**config.mk**
```make
export PLATFORM = sky130hd
export DESIGN_NAME = thermal_gain_limiter
export DESIGN_NICKNAME = d
export VERILOG_FILES = /design/src/rtl/tgl_pkg.sv /design/src/rtl/tgl_sync.sv /design/src/rtl/tgl_persist.sv /design/src/rtl/tgl_ctrl.sv /design/src/rtl/thermal_gain_limiter.sv
export SDC_FILE = /design/constraint.sdc
export NUM_CORES = 1
export LEC_CHECK = 0
export BUFFER_PORTS_ARGS = -buffer_cell sky130_fd_sc_hd__buf_2
export CORE_MARGIN = 2
export CORE_UTILIZATION = 45
export DETAILED_ROUTE_END_ITERATION = 8
export PLACE_DENSITY = 0.71
export SETUP_SLACK_MARGIN = 0.3
export SLEW_MARGIN = 10
export SYNTH_ARGS = -nofsm -noshare
export SYNTH_HDL_FRONTEND = slang
export SYNTH_SLANG_ARGS = --single-unit
```
**constraint.sdc**
```tcl
create_clock -name clk -period 3.9 [get_ports clk]
set_input_delay 0.39 -clock clk [delete_from_list [all_inputs] [get_ports clk]]
set_output_delay 0.39 -clock clk [all_outputs]
set_load 0.05 [all_outputs]
```
**src/rtl/tgl_pkg.sv**
```systemverilog
package tgl_pkg;

    // linear factor for a 3 dB reduction: 10^(-3/20)
    localparam real ATTEN_3DB = 0.7079457844;

    typedef enum logic [1:0] {
        ST_IDLE   = 2'd0,  // full gain
        ST_ACTIVE = 2'd1,  // warning expired and still present
        ST_HELD   = 2'd2   // warning gone, reduction latched
    } lim_state_e;

endpackage

```
**src/rtl/tgl_sync.sv**
```systemverilog
module tgl_sync #(
    parameter int STAGES = 2
) (
    input  logic clk,
    input  logic rst_n,
    input  logic din,
    output logic dout
);
    typedef struct packed {
        logic [STAGES-1:0] sh;
    } sync_t;

    sync_t s_d, s_q;

    always_comb begin
        s_d = s_q;
        s_d.sh[0] = din;
        for (int i = 1; i < STAGES; i++) begin
            s_d.sh[i] = s_q.sh[i-1];
        end
    end

    // reset to the idle (no warning) level
    always_ff @(posedge clk or negedge rst_n) begin
        if (!rst_n) s_q <= '{sh: '1};
        else        s_q <= s_d;
    end

    assign dout = s_q.sh[STAGES-1];

endmodule

```
**src/rtl/tgl_persist.sv**
```systemverilog
module tgl_persist #(
    parameter int HOLD_TICKS = 400
) (
    input  logic clk,
    input  logic rst_n,
    input  logic tick,
    input  logic warn_act,
    input  logic bypass,
    output logic expired
);
    localparam int SAT   = HOLD_TICKS + 1;
    localparam int CNT_W = $clog2(SAT + 1);
    localparam logic [CNT_W-1:0] SAT_C = CNT_W'(SAT);

    typedef struct packed {
        logic [CNT_W-1:0] cnt;
    } per_t;

    per_t p_d, p_q;

    always_comb begin
        p_d = p_q;
        if (!warn_act || bypass) begin
            p_d.cnt = '0;
        end else if (tick && (p_q.cnt != SAT_C)) begin
            p_d.cnt = p_q.cnt + 1'b1;
        end
    end

    always_ff @(posedge clk or negedge rst_n) begin
        if (!rst_n) p_q <= '{cnt: '0};
        else        p_q <= p_d;
    end

    assign expired = warn_act && (p_q.cnt == SAT_C);

    AST_CNT_NO_OVERFLOW: assert property (@(posedge clk) disable iff (!rst_n)
        p_q.cnt <= SAT_C);

    AST_CNT_RESTART: assert property (@(posedge clk) disable iff (!rst_n)
        (!warn_act || bypass) |=> (p_q.cnt == '0));

    AST_CNT_HOLDS_NO_TICK: assert property (@(posedge clk) disable iff (!rst_n)
        (warn_act && !bypass && !tick) |=> $stable(p_q.cnt));

endmodule

```
**src/rtl/tgl_ctrl.sv**
```systemverilog
module tgl_ctrl
    import tgl_pkg::*;
#(
    parameter int LIMIT_W = 16,
    parameter logic [LIMIT_W-1:0] LIM_FULL = '1,
    parameter logic [LIMIT_W-1:0] LIM_RED  = '0
) (
    input  logic               clk,
    input  logic               rst_n,
    input  logic               warn_act,
    input  logic               expired,
    input  logic               adj_bypass,
    input  logic               rec_bypass,
    output logic               atten,
    output logic [LIMIT_W-1:0] limit
);
    typedef struct packed {
        lim_state_e         st;
        logic [LIMIT_W-1:0] lim;
    } ctl_t;

    ctl_t c_d, c_q;

    always_comb begin
        c_d = c_q;
        if (adj_bypass) begin
            c_d.st = ST_IDLE;
        end else begin
            unique case (c_q.st)
                ST_IDLE: begin
                    if (expired) c_d.st = ST_ACTIVE;
                end
                ST_ACTIVE: begin
                    if (!warn_act) c_d.st = rec_bypass ? ST_HELD : ST_IDLE;
                end
                ST_HELD: begin
                    if (warn_act)         c_d.st = ST_ACTIVE;
                    else if (!rec_bypass) c_d.st = ST_IDLE;
                end
                default: c_d.st = ST_IDLE;
            endcase
        end
        c_d.lim = (c_d.st == ST_IDLE) ? LIM_FULL : LIM_RED;
    end

    always_ff @(posedge clk or negedge rst_n) begin
        if (!rst_n) c_q <= '{st: ST_IDLE, lim: LIM_FULL};
        else        c_q <= c_d;
    end

    assign atten = (c_q.st != ST_IDLE);
    assign limit = c_q.lim;

    AST_BYPASS_CLEARS: assert property (@(posedge clk) disable iff (!rst_n)
        adj_bypass |=> !atten);

    AST_ENGAGE_AFTER_EXPIRY: assert property (@(posedge clk) disable iff (!rst_n)
        $rose(atten) |-> $past(expired));

    AST_STICKY_HOLD: assert property (@(posedge clk) disable iff (!rst_n)
        (atten && rec_bypass && !adj_bypass) |=> atten);

    AST_RECOVER_ON_CLEAR: assert property (@(posedge clk) disable iff (!rst_n)
        (atten && !warn_act && !rec_bypass && !adj_bypass) |=> !atten);

endmodule

```
**src/rtl/thermal_gain_limiter.sv**
```systemverilog
module thermal_gain_limiter
    import tgl_pkg::*;
#(
    parameter int HOLD_TICKS  = 400,
    parameter int SYNC_STAGES = 2,
    parameter int LIMIT_W     = 16
) (
    input  logic               clk,
    input  logic               rst_n,
    input  logic               tick,
    input  logic               warn_n,
    input  logic               adj_bypass,
    input  logic               rec_bypass,
    output logic               atten_o,
    output logic [LIMIT_W-1:0] limit_o
);
    localparam logic [LIMIT_W-1:0] LIM_FULL = '1;
    localparam logic [LIMIT_W-1:0] LIM_RED  =
        LIMIT_W'(longint'(real'(LIM_FULL) * ATTEN_3DB));

    logic warn_n_s;
    logic warn_act;
    logic expired;

    tgl_sync #(.STAGES(SYNC_STAGES)) u_sync (
        .clk  (clk),
        .rst_n(rst_n),
        .din  (warn_n),
        .dout (warn_n_s)
    );

    assign warn_act = !warn_n_s;

    tgl_persist #(.HOLD_TICKS(HOLD_TICKS)) u_persist (
        .clk     (clk),
        .rst_n   (rst_n),
        .tick    (tick),
        .warn_act(warn_act),
        .bypass  (adj_bypass),
        .expired (expired)
    );

    tgl_ctrl #(
        .LIMIT_W (LIMIT_W),
        .LIM_FULL(LIM_FULL),
        .LIM_RED (LIM_RED)
    ) u_ctrl (
        .clk       (clk),
        .rst_n     (rst_n),
        .warn_act  (warn_act),
        .expired   (expired),
        .adj_bypass(adj_bypass),
        .rec_bypass(rec_bypass),
        .atten     (atten_o),
        .limit     (limit_o)
    );

    AST_LIMIT_PAIR: assert property (@(posedge clk) disable iff (!rst_n)
        limit_o == (atten_o ? LIM_RED : LIM_FULL));

endmodule

```
After elaboration in Yosys (flattened, before gate mapping)
Cells that the tools add are included.

operators by class
  add/sub/neg operators = 1
  equal/unequal tests = 4
  multiplexer cells = 10
  reduce and logical (&&, ||, !) cells = 8

operators by type and width
  kind                   number
  $mux W9                2
  $mux W15               1
  $mux W2                6
  $add A9 B1 Y9 const B  1
  $eq A9 B9 Y1 const B   1
  $ne A9 B9 Y1 const B   1
  $pmux W2 S3            1
  $logic_not A2 Y1       2
  $reduce_bool A2 Y1     2
  $eq A2 B1 Y1 const B   1
  $eq A2 B2 Y1 const B   1
  $logic_and A1 B1 Y1    2
  $logic_not A1 Y1       1
  $logic_or A1 B1 Y1     1

storage, ports and cells
  register bits after elaboration = 29
  input bits = 6
  output and inout bits = 17
  logic and storage cells = 27

Depth between registers and ports, before layout
Gate-level depths: netlist of the first run.

  depth after elaboration = 7
  gate-level depth with buffers = 5
  mapped depth without buffers = 5

Modules after synthesis
A second synthesis of the first run with hierarchy kept.

unflattened totals
  cells, all modules = 86
  area total of the unflattened synthesis = 840.8 um2

modules (own cells, without submodules)
  module                times used  cells each  area an instance (um2)  sequential area each (um2)
  tgl_persist           1           53          508.0                   225.2
  tgl_ctrl              1           30          276.5                   76.3
  tgl_sync              1           2           52.6                    52.6
  thermal_gain_limiter  1           1           3.8                     0.0

Least setup slack after synthesis of the first run
No wires, ideal clock.

  path type = reg2reg
  start = reg u_persist.p_q[2] (netlist name)
  end = reg u_persist.p_q[0] (netlist name)
  library setup time = 0.079 ns
  arrival time = 1.278 ns
  data required time = 3.821 ns
  slack = 2.543 ns
  stages on the path, launching flop included = 4
  buffers on the path = 0
  clock period less this slack = 1.357 ns
  path through = dfrtp_1 or4b_4 o21ai_2 mux2i_1

between the ends
  cells in the longest elaborated chain, start to end = 3

ends and longest elaborated chain
  element                              line               text
  from (decl)                          tgl_persist.sv:19  per_t p_d, p_q;
  from (signal assigned)               tgl_persist.sv:31  if (!rst_n) p_q <= '{cnt: '0};
  from (signal assigned)               tgl_persist.sv:32  else p_q <= p_d;
  $ne A9 B9 Y1                         tgl_persist.sv:25  end else if (tick && (p_q.cnt != SAT_C)) begin
  $logic_and A1 B1 Y1                  tgl_persist.sv:25
  $reduce_bool A2 Y1 (no source line)  --

Every way passes these cells.
A chain may end at the register's enable or synchronous reset.

Worst setup path in the final report of the first run
  start = reg u_ctrl.c_q[16] (netlist name)
  end = out atten_o

between the ends
  cells in the longest elaborated chain, start to end = 1

ends and longest elaborated chain
  element                 line                        text
  from (decl)             tgl_ctrl.sv:22              ctl_t c_d, c_q;
  from (signal assigned)  tgl_ctrl.sv:47              if (!rst_n) c_q <= '{st: ST_IDLE, lim: LIM_FULL};
  $reduce_bool A2 Y1      tgl_ctrl.sv:51              assign atten = (c_q.st != ST_IDLE);
  to (decl)               thermal_gain_limiter.sv:14  output logic atten_o,

Every way passes these cells.

==> flow_summary.toml, run 1 <==
[logic_synthesis]
synth_edf_count = 0
ys_warn_count = 0
ys_seq_area_share_pct = 43.40
synth_area_leaders = "dfrtp_1 (34%), buf_4 (15%), dfstp_2 (9.7%), nand2_1 (3.7%), xnor2_1 (3.2%)"
avgSynthCellArea_um2 = 9.712
yosysUniqueCellTypes = 32
async_reset_ff_share_pct = 100.0
yosys.area.top_type_share_pct = 33.74
yosysTopAreaCell = "dfrtp_1"
synth_common_cells = "buf_4 (16), dfrtp_1 (11), nand2_1 (8)"
synth.ff_latch_count = 14
yosysMostFrequentCell = "buf_4"
syn_inst = 84
synth_area_um2 = 815.8
ys.flop_type = "dfrtp_1"

[die]
start_util_pct = 47.77
dieArea_um2 = 2169
core_um2 = 1708
rows = 15
io_pins = 23
dieWidth_um = 46.58
die_y_um = 46.58

[cts]
cts_setup_buffers = 0
clk_path_buf_depth = 2
cts_resized = 0
cts_buffers = 3
cts_tree = "done"
clock-sinks = 14
postCtsHoldBufs = 1
cts_root_buf = "clkbuf_4"
h-tree-depth = 1
clk_pin_slew_ns = 0.08
clk_latency_ns = 0.28

[grt]
grt_max_degree = 15
grt_pass1_wl_um = 2208
grt_antenna_before_repair = 0
grt_overflow = 0
grt_pass1_vias = 514
grt_usage_pct = 15.37

[power]
comb_power_share_pct = 12.9
p_switching_uw = 78.18
ir_drop_v = 0.0001804
switching_share_pct = 28.83
power.internal_uw = 193.0
p_leak_uw = 0.0003725
clkPwrFrac_pct = 31.9
cellPowerDensity_nw_per_um2 = 317.8
seq_power_share_pct = 55.2

[critical_path]
max_stage_delay_ns = 0.41
cp-start-kind = "flip-flop"
crit_type = "flip-flop to primary output"
worstPathMaxFanout = 3
crit_path_end_kind = "primary output"
cp.arrival_ns = 1.15
cp_top_family = "flip-flops"
critPathRequiredTime_ns = 3.51
critPathBufInv = 2
crit_slowest_cell = "dfrtp_1"
path_cells = "nor2_1, inv_1, buf_2"

[routing]
vias = 607
drc = 0
first_iter_violations = 11
vias_per_cell = 5.144
firstDrtPassIters = 4
ant_nets = 0
wl_um = 1394
post_drt_wl_per_cell_um = 11.81

[sta]
fin_setup_tns_ns = 0
whs_ns = 0.1971
finalSetupViolations = 0
timing.clock.skew_ns = 0.0006842
grt_setup_unrepaired = "false"
period_share_pct = 39.46
hold_viol = 0
max_freq_mhz = 649.8
slew_violations = 0
period_needed_ns = 1.539

[place]
port_buffers = 12
place_area_um2 = 817.0
gp_congestion = 0.7705
hpwl_um = 1079

[layout]
nets = 102
drive_above_1_share_pct = 23.66
n_antenna_cell = 0
fillers = 167
area_delta_synth_final_pct = 4.601
multiInputGateArea_um2 = 352.8
design_area_um2 = 853.3
register_area_um2 = 354.1

[flow_run]
drv_cap = 0

[run_status]
status = "complete, no violations"

[hold_path]
hold_path_class = "input port to flip-flop"
-- through the flow --
| step | util (%) | std cells | total power, uW | worst slack [ns] |
|---|---|---|---|---|
| after global placement | 47.84 | 113 | 186.1 | 2.470 |
| after detailed placement | 47.84 | 113 | 186.8 | 2.439 |
| final | 49.96 | 118 | 271.2 | 2.361 |
| after CTS | 49.96 | 118 | 274.9 | 2.356 |
| after global routing | 49.96 | 118 | 285.4 | 2.289 |
| after floorplan | - | 93 | 186.5 | 2.543 |
-- layout make-up --
| class | count | area share [%] |
|---|---|---|
| sequential | 14 | 41.50 |
| multi-input combinational | 57 | 41.35 |
| timing repair buffer | 13 | 8.211 |
| tap | 25 | 3.666 |
| clock buffer | 4 | 3.079 |
| inverter | 5 | 2.199 |
-- power groups by stage --
stage	Sequential [uW]	Combinational, uW	Clock [uW]
6_report	150	35.0	86.6
4_1_cts	150	35.3	90.0
3_5_place_dp	152	34.4	0
5_1_grt	150	38.0	97.5
3_3_place_gp	152	33.9	0
2_1_floorplan	152	34.6	0
-- flip-flops by register name, indices dropped and copies added (netlist names) --
register / flops
u_sync.s_q: 2
u_ctrl.c_q: 2
u_ctrl.limit: 1
u_persist.p_q: 9
-- per-layer routing --
layer  track usage, %  vias up  share of wire [%]
met3            2.745        5                7.5
met4            12.00        0                3.3
li1                 -      286                  -
met5                0        -                  0
met2            22.22       29                 46
met1            19.95      287                 43
-- placed cells by master (no fill, tap or decap), types with 3 or more instances in the layout --
| cell type | n |
|---|---|
| clkbuf_4 | 3 |
| nor2_1 | 3 |
| conb_1 | 10 |
| a21oi_1 | 5 |
| xnor2_1 | 3 |
| nand2_1 | 8 |
| dfstp_2 | 3 |
| inv_1 | 5 |
| buf_2 | 12 |
| dfrtp_1 | 11 |
-- logic make-up (layout without fill, tap and decap cells) --
family,count (synthesis),in the layout,share of synthesized area [%]
simple gates,26,26,18.56
xor+xnor,3,3,3.221
mux,1,1,1.227
flops,14,14,43.40
compound gates,15,15,12.58
fa+ha+maj,2,2,3.067
buf+inv,22,22,17.49
other cells,1,10,0.4597
-- worst paths after layout --
kind | from | to | slack [ns] | cells past startpoint
setup / recovery | u_ctrl.c_q[16] | atten_o | 2.36 | 3
hold / removal | warn_n | u_sync.s_q[0] | 0.20 | 1
setup reg to reg | u_persist.p_q[0] | u_persist.p_q[8] | 2.40 | 4
hold reg to reg | u_sync.s_q[0] | u_sync.s_q[1] | 0.36 | 0
max in group asynchronous | rst_n | u_sync.s_q[0] | 3.10 | 2
min in group asynchronous | rst_n | u_persist.p_q[6] | 0.52 | 2
No activity file was read; power rests on OpenSTA's default activity.
==> run 2, diff against run 1 <==
PLACE_DENSITY = 0.73   (was 0.71)
clock period = 1.2 ns   (was 3.9 ns; I/O delays follow)
==> flow_summary.toml, run 2 (same netlist as run 1, synthesis figures left out) <==
[layout]
fillers = 132
largest-register = "u_persist.p_q"
final_cell_mix = "buf_4 (18), dfrtp_1 (11), conb_1 (10), nand2_1 (8), buf_6 (8)"
n_antenna_cell = 0
final_util_pct = 70.26
reg_top3 = "u_persist.p_q (9), u_ctrl.c_q (2), u_sync.s_q (2)"
drive_above_1_share_pct = 48.74
final_common_cell = "buf_4"
nets = 128
stdcell_count = 144
largest_reg_flops = 9
area_delta_synth_final_pct = 47.09
register_area_um2 = 354.1
multiInputGateArea_um2 = 399.1

[critical_path]
crit_path_end_kind = "flip-flop"
cp_top_family = "flip-flops"
cp-start-kind = "flip-flop"
max_stage_delay_ns = 0.40
critPathBufInv = 1
worstPathMaxFanout = 4
cp.arrival_ns = 1.57
crit_type = "flip-flop to flip-flop"
r2r_setup_slack_ns = -0.20
path_cells = "ha_2, nand4_1, buf_4, o31ai_1, a21oi_2"
crit_slowest_cell = "dfrtp_1"
critPathRequiredTime_ns = 1.36

[routing]
ant_nets = 0
wl_um = 1687
drc = 0
vias_per_cell = 4.903
vias = 706
first_iter_violations = 30
firstDrtPassIters = 4
post_drt_wl_per_cell_um = 11.72

[sta]
period_needed_ns = 1.405
setup_ws_ns = -0.2047
grt_setup_unrepaired = "true"
timing.clock.skew_ns = 0.003120
finalSetupViolations = 16
hold_viol = 0
max_freq_mhz = 711.9
period_share_pct = 117.1
slew_violations = 0
whs_ns = 0.04237

[grt]
grt_overflow = 0
grt_usage_pct = 17.92
grt_pass1_vias = 656
grt_max_degree = 15
grt_antenna_before_repair = 0
grt_pass1_wl_um = 2677

[cts]
cts_tree = "done"
clk_latency_ns = 0.28
clk_pin_slew_ns = 0.09
clock-sinks = 14
cts_buffers = 3
cts_root_buf = "clkbuf_4"
clk_path_buf_depth = 2
h-tree-depth = 1

[power]
p_leak_uw = 0.0005473
cellPowerDensity_nw_per_um2 = 792.9
ir_drop_v = 0.0007301

[place]
port_buffers = 12
place_inst = 128
gp_congestion = 0.7975
hpwl_um = 1154

[die]
core_um2 = 1708
rows = 15
start_util_pct = 47.77
die_y_um = 46.58
io_pins = 23
dieArea_um2 = 2169
dieWidth_um = 46.58

[flow_run]
drv_cap = 0

[run_status]
status = "finished with violations"
failed_checks = "setup timing"

[hold_path]
hold_path_class = "input port to flip-flop"
## run 2: changes by cell type in the layout (fill, tap and decap cells not counted), moves of 2 or more
cell | before | now
buf_4 | 0 | 18
buf_6 | 0 | 8
buf_2 | 12 | 5
a21oi_2 | 0 | 3
ha_2 | 0 | 2
buf_8 | 0 | 6
a21oi_1 | 5 | 2
ha_1 | 2 | 0
## run 2: worst paths after layout
kind                                       start               end  depth (start not counted)
worst min register to register     u_sync.s_q[0]     u_sync.s_q[1]                          0
worst max-delay path            u_persist.p_q[1]  u_persist.p_q[8]                          5
min in group asynchronous                  rst_n  u_persist.p_q[6]                          2
worst min-delay path                  adj_bypass    u_ctrl.c_q[17]                          2
worst max register to register  u_persist.p_q[1]  u_persist.p_q[8]                          5
max in group asynchronous                  rst_n     u_sync.s_q[0]                          2
## run 2: area by class of cell
| type | count | share of cell area [%] |
|---|---|---|
| inverters | 5 | 1.564 |
| multi-input cells | 57 | 33.26 |
| well taps | 25 | 2.607 |
| flip-flops and latches | 14 | 29.51 |
| clock buffers | 4 | 3.024 |
| repair buffers | 39 | 30.03 |
## run 2: per-layer routing
metal / global-route usage [%] / vias up / routed length, um
li1: - / 338 / -
met1: 22.06 / 348 / 751
met2: 29.72 / 18 / 861
met3: 2.353 / 2 / 62
met4: 10.29 / 0 / 12
met5: 0 / - / 0
## run 2: worst register-to-register path: cells and delay by family (launching register included)
family,cells,cell delay (ns)
adders and majority gates,1,0.19
DFF,1,0.40
buffers and inverters,1,0.19
and+or+nand+nor,1,0.14
AOI/OAI and AO/OA,2,0.38
## run 2: where the power goes
part           switching, uW  internal (uW)  total [uW]  leakage (uW)
Combinational            101           26.8         128      0.000342
Sequential              4.61            481         485      0.000184
Clock                    154            184         338     0.0000210
## run 2: through the flow
step / power [uW] / area [um2] / TNS, ns / worst slack, ns
finish: 951.4 / 1200 / -1.612 / -0.2047
global route: 987.4 / 1200 / -2.744 / -0.2719
CTS: 959.6 / 1135 / -1.361 / -0.1877
detailed placement: 615.5 / 934.6 / -0.9776 / -0.1710
global placement: 614.7 / 934.6 / -0.6995 / -0.1602
floorplan: 606.8 / 854.6 / -0.5990 / -0.1565
## run 2: timing repair
item | in CTS | in global routing
hold buffers | 2 | 0
endpoints found under the setup margin | 19 | 19
setup buffers | 7 | 3
gates resized for setup | 26 | 10
hold endpoints to repair | 15 | 0
pin swaps | 7 | 3
cloned | 0 | 0
==> run 3, diff against run 2 <==
CTS_BUF_LIST = sky130_fd_sc_hd__clkbuf_16   (was unset)
==> flow_summary.toml, run 3 (same netlist as run 1, synthesis figures left out) <==
[routing]
vias = 713
first_iter_violations = 8
drc = 0
firstDrtPassIters = 4
vias_per_cell = 4.951
wl_um = 1858
post_drt_wl_per_cell_um = 12.90
ant_nets = 0

[critical_path]
crit_type = "flip-flop to flip-flop"
cp.arrival_ns = 1.54
cp-start-kind = "flip-flop"
worstRegToRegCells = 3
r2r-start = "u_persist.p_q[3]"
crit_path_end_kind = "flip-flop"
timing.rr.end = "u_persist.p_q[0]"
worstPathMaxFanout = 3
r2r_setup_slack_ns = -0.18
critPathRequiredTime_ns = 1.36

[place]
preCtsSetupSlack_ns = -0.1710
hpwl_um = 1154
gp_congestion = 0.7975
port_buffers = 12
place_inst = 128

[grt]
grt_max_degree = 15
grt_overflow = 0
grt_pass1_vias = 666
grt_pass1_wl_um = 2884
grt_antenna_before_repair = 0
grt_usage_pct = 19.55

[hold_path]
min_from = "adj_bypass"
hold_depth = 2
hold_path_class = "input port to flip-flop"
min_to = "u_ctrl.c_q[17]"

[power]
ir_drop_v = 0.0009530
p_leak_uw = 0.0005672
cellPowerDensity_nw_per_um2 = 986.7

[layout]
fillers = 118
final_cell_mix = "buf_4 (18), dfrtp_1 (11), conb_1 (10), nand2_1 (8), buf_6 (8)"
area_delta_synth_final_pct = 54.14
final_common_cell = "buf_4"
largest_reg_flops = 9
reg_top3 = "u_persist.p_q (9), u_ctrl.c_q (2), u_sync.s_q (2)"
n_antenna_cell = 0
drive_above_1_share_pct = 50.42
largest-register = "u_persist.p_q"
nets = 128
stdcell_count = 144

[die]
start_util_pct = 47.77
die_y_um = 46.58
io_pins = 23
rows = 15
core_um2 = 1708
dieArea_um2 = 2169
dieWidth_um = 46.58

[sta]
max_freq_mhz = 724.9
fin_setup_tns_ns = -1.374
slew_violations = 0
hold_viol = 0
period_share_pct = 115.0
setup_ws_ns = -0.1795
period_needed_ns = 1.379
timing.clock.skew_ns = 0.001585
finalSetupViolations = 16
grt_setup_unrepaired = "true"

[cts]
clk_path_buf_depth = 2
cts_root_buf = "clkbuf_16"
cts_buffers = 3
cts_tree = "done"
h-tree-depth = 1
clock-sinks = 14
clk_latency_ns = 0.24
clk_pin_slew_ns = 0.05

[run_status]
status = "finished with violations"
failed_checks = "setup timing"

[flow_run]
drv_cap = 0
==> run 3: area by class of cell <==
| type | instances | area (um2) | area share, % |
|---|---|---|---|
| Inverter | 5 | 18.77 | 1.493 |
| Timing Repair Buffer | 39 | 360.3 | 28.66 |
| Clock buffer | 3 | 75.07 | 5.970 |
| Tap cell | 25 | 31.28 | 2.488 |
| Clock inverter | 1 | 3.754 | 0.2985 |
| Multi-Input combinational cell | 57 | 414.1 | 32.94 |
| Sequential cell | 14 | 354.1 | 28.16 |
==> run 3: timing repair <==
action                                 CTS  global route
resized for setup                       26            13
setup endpoints to repair               18            19
cloned                                   0             0
endpoints found under the hold margin   12             0
buffers inserted                         7             3
hold buffers                             2             0
pin swaps                                7             4
==> run 3: worst max-delay path: stages, from the launching register on <==
cell and delay (ns):
dfrtp_1 0.39, or4b_4 0.54, o21ai_2 0.16, mux2i_1 0.21
==> run 3: how the worst max path moves through the flow <==
stage	depth (start not counted)	to	slack (ns)	startpoint
after floorplan	3	u_persist.p_q[0]	-0.16	u_persist.p_q[2]
after global placement	3	u_persist.p_q[0]	-0.16	u_persist.p_q[3]
after detailed placement	3	u_persist.p_q[0]	-0.17	u_persist.p_q[3]
after CTS	3	u_persist.p_q[0]	-0.18	u_persist.p_q[3]
after global routing	4	u_persist.p_q[8]	-0.26	u_persist.p_q[1]
final	3	u_persist.p_q[0]	-0.18	u_persist.p_q[3]
==> run 3: layer usage <==
| layer | track usage (%) | vias up | share of wire [%] |
|---|---|---|---|
| li1 | - | 340 | - |
| met1 | 25.25 | 345 | 45 |
| met2 | 30.83 | 26 | 50 |
| met3 | 3.529 | 2 | 4.8 |
| met4 | 10.29 | 0 | 0.54 |
| met5 | 0 | - | 0 |
==> run 3: stage by stage <==
step,power (uW),hold WS (ns),area (um2),util (%)
6_report,1241,0.08086,1257,73.63
5_1_grt,1289,0.09195,1257,73.63
4_1_cts,1249,0.08159,1177,68.94
3_5_place_dp,615.5,0.03176,934.6,54.73
3_3_place_gp,614.7,0.02948,934.6,54.73
2_1_floorplan,606.8,-0.1756,854.6,-
==> run 3: power breakdown <==
| part | total (uW) | internal (uW) | leakage (uW) | switching [uW] |
|---|---|---|---|---|
| registers | 488 | 483 | 0.000184 | 5.08 |
| logic | 130 | 26.8 | 0.000344 | 103 |
| clock network | 623 | 440 | 0.0000385 | 183 |
